$ cat src/rtl/clkmul_seq.sv
module clkmul_seq #(
  parameter int ENA_WAIT    = 20,
  parameter int LOCK_CYCLES = 30
) (
  input  logic       clk,
  input  logic       rst_n,
  input  logic       wr_en,
  input  logic       addr,
  input  logic [7:0] wr_data,
  output logic [7:0] rd_data,
  input  logic       int_ok,
  input  logic       ext_ok,
  input  logic       int_edge,
  input  logic       ext_edge,
  output logic       clk_en
);
  localparam int WW = $clog2(ENA_WAIT + 1);
  localparam int LW = $clog2(LOCK_CYCLES + 1);

  logic          en_q, init_q, ready_q, err_q;
  logic [1:0]    src_q;
  logic [2:0]    scale_q;
  logic [WW-1:0] wait_cnt;
  logic [LW-1:0] lock_cnt;
  logic [3:0]    burst_cnt;
  logic [2:0]    acc;

  wire       wr_ctl   = wr_en & ~addr;
  wire       zero_wr  = wr_ctl & (wr_data == 8'h00);
  wire [1:0] n_src    = wr_data[5:4];
  wire [2:0] n_scale  = wr_data[2:0];
  wire       fld_chg  = (n_src != src_q) | (n_scale != scale_q);
  wire       wait_done = (wait_cnt == WW'(ENA_WAIT));

  logic src_ok;
  always_comb begin
    case (n_src)
      2'b00:        src_ok = int_ok;
      2'b01, 2'b10: src_ok = ext_ok;
      default:      src_ok = 1'b0;
    endcase
  end

  wire init_req  = wr_ctl & wr_data[7] & wr_data[6] & (~init_q | fld_chg);
  wire init_good = init_req & en_q & wait_done & src_ok;
  wire init_bad  = init_req & ~init_good;
  wire keep_run  = wr_data[7] & wr_data[6] & init_q & ~fld_chg;

  always_ff @(posedge clk or negedge rst_n) begin
    if (!rst_n) begin
      en_q    <= 1'b0;
      src_q   <= 2'b00;
      scale_q <= 3'b000;
    end else if (wr_ctl) begin
      en_q    <= wr_data[7];
      src_q   <= n_src;
      scale_q <= n_scale;
    end
  end

  always_ff @(posedge clk or negedge rst_n) begin
    if (!rst_n)
      wait_cnt <= '0;
    else if (!en_q || (wr_ctl && !wr_data[7]))
      wait_cnt <= '0;
    else if (!wait_done)
      wait_cnt <= wait_cnt + 1'b1;
  end

  always_ff @(posedge clk or negedge rst_n) begin
    if (!rst_n)
      init_q <= 1'b0;
    else if (wr_ctl)
      init_q <= init_good | keep_run;
  end

  always_ff @(posedge clk or negedge rst_n) begin
    if (!rst_n) begin
      ready_q  <= 1'b0;
      lock_cnt <= '0;
    end else if (wr_ctl && !keep_run) begin
      ready_q  <= 1'b0;
      lock_cnt <= '0;
    end else if (init_q && !ready_q) begin
      if (lock_cnt == LW'(LOCK_CYCLES - 1)) ready_q <= 1'b1;
      else lock_cnt <= lock_cnt + 1'b1;
    end
  end

  always_ff @(posedge clk or negedge rst_n) begin
    if (!rst_n)        err_q <= 1'b0;
    else if (zero_wr)  err_q <= 1'b0;
    else if (init_bad) err_q <= 1'b1;
  end

  wire       base_tick = (burst_cnt != 4'd0);
  wire       sel_edge  = (src_q == 2'b00) ? int_edge : ext_edge;
  wire [4:0] mult      = (src_q == 2'b10) ? 5'd4 : 5'd2;
  wire [4:0] burst_sum = {1'b0, burst_cnt} - {4'd0, base_tick} + (sel_edge ? mult : 5'd0);

  always_ff @(posedge clk or negedge rst_n) begin
    if (!rst_n)        burst_cnt <= 4'd0;
    else if (!ready_q) burst_cnt <= 4'd0;
    else               burst_cnt <= burst_sum[3:0];
  end

  wire       div1    = (scale_q == 3'd0) | (scale_q > 3'd5);
  wire [3:0] n_div   = {1'b0, scale_q} + 4'd2;
  wire [3:0] acc_sum = {1'b0, acc} + 4'd2;
  wire       pass    = div1 | (acc_sum >= n_div);
  wire [3:0] acc_sub = acc_sum - n_div;

  always_ff @(posedge clk or negedge rst_n) begin
    if (!rst_n)                acc <= 3'd0;
    else if (!ready_q || div1) acc <= 3'd0;
    else if (base_tick)        acc <= pass ? acc_sub[2:0] : acc_sum[2:0];
  end

  assign clk_en  = ready_q & base_tick & pass;
  assign rd_data = addr ? {6'd0, err_q, ready_q} : {en_q, init_q, src_q, 1'b0, scale_q};

  AST_ZERO_CLEARS: assert property (@(posedge clk) disable iff (!rst_n) zero_wr |=> (!en_q && !init_q && !ready_q && !err_q));
  AST_INIT_NEEDS_WAIT: assert property (@(posedge clk) disable iff (!rst_n) init_q |-> (en_q && wait_done));
  AST_ERR_STICKY: assert property (@(posedge clk) disable iff (!rst_n) (err_q && !zero_wr) |=> err_q);
  AST_RDY_NEEDS_INIT: assert property (@(posedge clk) disable iff (!rst_n) ready_q |-> (init_q && en_q));
  AST_RDY_AFTER_LOCK: assert property (@(posedge clk) disable iff (!rst_n) $rose(ready_q) |-> $past(init_q));
  AST_NO_OVERFLOW: assert property (@(posedge clk) disable iff (!rst_n) ready_q |-> !burst_sum[4]);
  AST_STROBE_NEEDS_RDY: assert property (@(posedge clk) disable iff (!rst_n) clk_en |-> ready_q);
endmodule

$ cat config.mk
export PLATFORM = sky130hd
export DESIGN_NAME = clkmul_seq
export DESIGN_NICKNAME = d
export VERILOG_FILES = /design/src/rtl/clkmul_seq.sv
export SDC_FILE = /design/constraint.sdc
export NUM_CORES = 1
export LEC_CHECK = 0
export CELL_PAD_IN_SITES_DETAIL_PLACEMENT = 1
export CELL_PAD_IN_SITES_GLOBAL_PLACEMENT = 1
export CORE_MARGIN = 3
export CORE_UTILIZATION = 30
export DETAILED_ROUTE_END_ITERATION = 8
export PLACE_DENSITY_LB_ADDON = 0.3
export SYNTH_ARGS = -nofsm -noshare
export SYNTH_HDL_FRONTEND = slang
export SYNTH_SLANG_ARGS = --single-unit
$ cat constraint.sdc
create_clock -name clk -period 5.82 [get_ports clk]
set_input_delay 0.582 -clock clk [delete_from_list [all_inputs] [get_ports clk]]
set_output_delay 0.582 -clock clk [all_outputs]
set_load 0.01 [all_outputs]
==> results.md, run 1 <==
* CTS buffer count at 3
* Critical path peak fanout at 8
* Input/output buffers at 23
* Layout area overhead at 20.71%
* Synthesized instance count at 174
* DRC viols at 0
* Worst reg2reg path depth at 7
* Yosys warns at 0
* Routed vias at 1278
* Worst VDD drop at 84.79 uV
* Clk buf depth at 2
* Clock skew at 0.004837 ns
* Worst slew pin tran at 0.6057 ns
* Max frequency at 299.7 MHz
* Max_cap viols at 0
* Drt first pass iters at 4
* GRT overflow at 0
* CP arrival at 2.75 ns
* Nets@finish at 235
* DIE AREA at 6576 um^2
* EDFF count, synth at 0
* Asr flop ratio synth at 100.0%
* Global-route wire length before repair at 6472 um
* Clock slew at reported path FFs at 0.09 ns
* Reg2Reg Setup Slack at 3.35 ns
* Final min period at 3.337 ns
* Post-CTS setup buffers at 0
* Num rows at 26
* Pwr Density at 203.4 nW/um^2
* Ports at 25
* Period utilization at 57.34%
* Dpl hpwl at 2910 um
* CP Class: reg -> out
* Unrepaired setup endpoints after global routing: false
* Req. time, crit path at 5.24 ns
* Most frequent cells in the layout: dfrtp_1 (26), clkdlybuf4s50_1 (23), inv_1 (17), ha_1 (17), nand2_1 (15)
* Clock sink total at 26
* Setup_tns at 0 ns
* Leading cell type in the layout, fill and taps excluded: dfrtp_1
* Routed WL at 3745 um
* Max-slew violation count at 0
* GPL Wtd Cong at 0.6971
* Post-Layout Cell Count at 268
* Startpoint types: register
* Critical Path Sink Type: output pin
* Leak Pwr at 0.8884 nW
* Resize count post-CTS at 0
* Cell area after synthesis at 1692 um^2
* Rel. slew slack at 59.43%
* Final antenna diode count at 0
* DR WL/cell at 13.97 um
* Post-synthesis sequential area ratio at 38.46%
* Hold-fix buffers, CTS at 0
* R2r endpoint: acc[2]$_DFFE_PN0P_
* Vert. Die Dim at 81.09 um
* Worst-case hold path end point: en_q$_DFFE_PN0N_
* Status: complete, no violations
* Placed cells at 265
* Clock Latency Late Sink at 0.27 ns
* CTS tree: done
* Final setup vio count at 0
* Hold Crit Class: reg -> reg
* Hold path cells at 2
* Initial antenna violation count at 0
* Die W at 81.09 um
* DR vias/cell at 4.769
* Starting density of the core at 32.10%
* Root buf cell: clkbuf_8
* CTS HTree Levels at 1
* Fill cells at 631
* Fin. Hold Viols at 0
* Routed Antenna Nets at 0
* Initial DRC Count at 24
* Worst r2r src: scale_q[1]$_DFFE_PN0N_
* WHS at 0.5335 ns
* Largest net degree at the start of global routing at 27
* Core area at 5270 um^2
* Syn Area/Cell at 9.722 um^2
* Vias in the first global route at 1350
* Yosys reg bits at 26
* GRT Total Usage at 12.58%
* Netlist cell types at 40
* Most used DFF post-synth: dfrtp_1
* Synthesized Nets at 209
* HP Start: en_q$_DFFE_PN0N_
* Share of layout cells above drive strength 1 at 6.061%
[Yosys cell counts, drive strengths merged (2+ instances only)]
master	number	area [um^2]
a21oi	6	30.03
a31oi	3	18.77
and2	2	12.51
and3	3	18.77
and4	2	18.77
buf	2	12.51
dfrtp	26	650.6
fa	2	40.04
ha	17	212.7
inv	17	63.81
mux2	2	22.52
nand2	15	56.30
nand2b	3	18.77
nand3	6	30.03
nand3b	3	22.52
nor2	12	45.04
nor2b	8	50.05
nor3	3	15.01
nor3b	4	30.03
nor4	4	40.04
o21ai	4	20.02
or3	2	13.77
xnor2	9	78.83
xor2	7	61.31
[power by group]
| part | switching (W) | internal, W |
|---|---|---|
| Clock | 0.0000568 | 0.0000464 |
| Combinational | 0.0000508 | 0.0000544 |
| Sequential | 0.0000156 | 0.000191 |
[flip-flops by register name, summed over array words and instances (netlist names)]
register / cells
acc: 3
src_q: 2
ready_q: 1
lock_cnt: 5
wait_cnt: 5
burst_cnt: 4
init_q: 1
err_q: 1
scale_q: 3
en_q: 1
[cell type report]
type                    count  area (um^2)  area share (%)
clock buffers               3        41.29           2.022
inverters                  17        63.81           3.125
multi-input cells         128        960.9           47.06
flip-flops and latches     26        650.6           31.86
well taps                  70        87.58           4.289
repair buffers             24        237.7           11.64
[through the flow]
step	total power [W]	area (um^2)	utilization, %	worst slack (ns)
3_3_place_gp	0.0003151	2001	37.96	2.824
3_5_place_dp	0.0003172	2001	37.96	2.781
5_1_grt	0.0004490	2042	38.75	2.340
4_1_cts	0.0004227	2042	38.75	2.462
6_report	0.0004154	2042	38.75	2.483
2_1_floorplan	0.0002743	1692	-	3.398
[critical path, cell delays in order, from the launching register on]
cell and delay, ns:
dfrtp_1 0.50, ha_1 0.34, inv_1 0.04, ha_1 0.29
o21a_1 0.21, a2111oi_4 0.50, nor3b_1 0.11, clkdlybuf4s50_1 0.49
[metal layers]
| metal | wire (um) | GRT usage (%) | vias to the layer above |
|---|---|---|---|
| met2 | 1817 | 21.02 | 20 |
| met4 | 0 | 1.520 | 0 |
| met5 | 0 | 0 | - |
| met3 | 166 | 3.326 | 0 |
| li1 | - | - | 636 |
| met1 | 1761 | 16.78 | 622 |
[kinds of logic after synthesis]
kind of cell	after synthesis	synth area share, %
compound gates	20	8.581
simple gates	70	23.45
xor+xnor	16	8.284
buf+inv	20	4.733
fa+ha+maj	19	14.94
other cells	1	0.2217
mux	2	1.331
flops	26	38.46
[worst max path at each step]
| stage | end | slack, ns | from |
|---|---|---|---|
| 6_report | clk_en | 2.48 | scale_q[1]$_DFFE_PN0N_ |
| 5_1_grt | clk_en | 2.34 | scale_q[1]$_DFFE_PN0N_ |
| 4_1_cts | clk_en | 2.46 | scale_q[1]$_DFFE_PN0N_ |
| 3_5_place_dp | clk_en | 2.78 | scale_q[1]$_DFFE_PN0N_ |
| 3_3_place_gp | clk_en | 2.82 | scale_q[1]$_DFFE_PN0N_ |
| 2_1_floorplan | clk_en | 3.40 | scale_q[1]$_DFFE_PN0N_ |
(Power assumes the default switching activity.)
==> run 2, diff against run 1 <==
==> constraint.sdc (replaced) <==
create_clock -name clk -period 3.5 [get_ports clk]
set_input_delay 0.35 -clock clk [delete_from_list [all_inputs] [get_ports clk]]
set_output_delay 0.35 -clock clk [all_outputs]
set_load 0.01 [all_outputs]
==> results.md, run 2 (same netlist as run 1, synthesis figures left out) <==
* Nets@finish at 235
* GPL Wtd Cong at 0.6954
* Ports at 25
* Root buf cell: clkbuf_8
* Clk buf depth at 2
* CTS HTree Levels at 1
* Critical path peak fanout at 8
* Hold Crit Class: in -> async
* DRC viols at 0
* R2r endpoint: acc[2]$_DFFE_PN0P_
* Max frequency at 321.9 MHz
* Initial antenna violation count at 0
* Clock Power Share at 25.1%
* Met2 wire len at 1867 um
* Sequential Power Share at 49.6%
* CP arrival at 2.76 ns
* Sw Ratio at 29.89%
* Largest net degree at the start of global routing at 27
* Routed wl met3 at 158 um
* Worst r2r src: scale_q[1]$_DFFE_PN0N_
* P_sw at 0.0002071 W
* Final min period at 3.107 ns
* Clock sink total at 26
* Hold-fix buffers, CTS at 0
* Worst setup margin at 0.3932 ns
* DIE AREA at 6576 um^2
* Internal Power at 0.0004857 W
* Uppermost routed layer: met4
* Vias in the first global route at 1353
* Place WS at 0.6884 ns
* Critical path launch point: scale_q[1]$_DFFE_PN0N_
* Largest registers: lock_cnt (5), wait_cnt (5), burst_cnt (4)
* Leading cell type in the layout, fill and taps excluded: dfrtp_1
* Global-route wire length before repair at 6582 um
* Critical Path Sink Type: output pin
* WL met1 at 1776 um
* Startpoint types: register
* Input/output buffers at 23
* Setup_tns at 0 ns
* Num rows at 26
* Routed Antenna Nets at 0
* CTS buffer count at 3
* GRT Total Usage at 12.92%
* Logic pwr share at 25.3%
* Worst slew pin tran at 0.5856 ns
* Clock skew at 0.008804 ns
* CP Class: reg -> out
* Worst VDD drop at 179.5 uV
* Max-slew violation count at 0
* Initial DRC Count at 25
* Routed vias at 1295
* Leak Pwr at 0.8884 nW
* Status: complete, no violations
* Most frequent cells in the layout: dfrtp_1 (26), clkdlybuf4s50_1 (23), inv_1 (17), ha_1 (17), nand2_1 (15)
* Dpl hpwl at 2922 um
* Final setup vio count at 0
* Layout area overhead at 20.71%
* Share of layout cells above drive strength 1 at 6.061%
* Fin. Hold Viols at 0
* Routed WL at 3813 um
* DR WL/cell at 14.23 um
* Drt first pass iters at 4
* Vert. Die Dim at 81.09 um
* DR vias/cell at 4.832
* Pwr Density at 339.3 nW/um^2
* Clock Latency Late Sink at 0.27 ns
* Worst setup path endpoint: clk_en
* Core area at 5270 um^2
* Post-CTS setup buffers at 0
* Resize count post-CTS at 0
* Worst reg2reg path depth at 7
* Unrepaired setup endpoints after global routing: false
* Max_cap viols at 0
* CTS tree: done
* Rel. slew slack at 60.55%
* Final antenna diode count at 0
* Clock slew at reported path FFs at 0.10 ns
* Req. time, crit path at 3.15 ns
* GRT overflow at 0
* Reg2Reg Setup Slack at 1.02 ns
* Die W at 81.09 um
* Period utilization at 88.77%
* Starting density of the core at 32.10%
## run 2: final cells by class
type / count / area (um^2)
inverters: 17 / 63.81
multi-input cells: 128 / 960.9
well taps: 70 / 87.58
clock buffers: 3 / 41.29
fillers: 628 / 3228
flip-flops and latches: 26 / 650.6
repair buffers: 24 / 237.7
## run 2: critical path: stages, from the launching register on
cell	delay, ns
dfrtp_1	0.50
ha_1	0.33
inv_1	0.04
ha_1	0.30
o21a_1	0.21
a2111oi_4	0.50
nor3b_1	0.11
clkdlybuf4s50_1	0.49
## run 2: routing by layer
| metal | vias up | GRT usage [%] |
|---|---|---|
| met5 | - | 0 |
| met4 | 0 | 1.520 |
| met3 | 2 | 3.437 |
| met2 | 19 | 21.51 |
| met1 | 638 | 17.32 |
| li1 | 636 | - |
## run 2: worst min path at each step
stage	to	depth (start not counted)
after floorplan	acc[0]$_DFFE_PN0P_	0
after global placement	en_q$_DFFE_PN0N_	2
after detailed placement	en_q$_DFFE_PN0N_	2
after CTS	lock_cnt[4]$_DFFE_PN0P_	2
after global routing	lock_cnt[4]$_DFFE_PN0P_	2
final	lock_cnt[4]$_DFFE_PN0P_	2
## run 2: power groups by stage
stage               registers, W  clock network, W  logic [W]
global placement        0.000349                 0   0.000175
finish                  0.000344          0.000174   0.000175
detailed placement      0.000350                 0   0.000177
floorplan               0.000343                 0   0.000113
global route            0.000349          0.000201   0.000200
CTS                     0.000344          0.000181   0.000179
## run 2: stage by stage
stage / hold WS, ns / util [%] / instance area [um^2] / std cells / total power [W]
2_1_floorplan: 0.05441 / - / 1692 / 174 / 0.0004562
3_3_place_gp: 0.5143 / 37.96 / 2001 / 265 / 0.0005240
3_5_place_dp: 0.5178 / 37.96 / 2001 / 265 / 0.0005274
4_1_cts: 0.4577 / 38.75 / 2042 / 268 / 0.0007043
5_1_grt: 0.4733 / 38.75 / 2042 / 268 / 0.0007496
6_report: 0.4415 / 38.75 / 2042 / 268 / 0.0006927
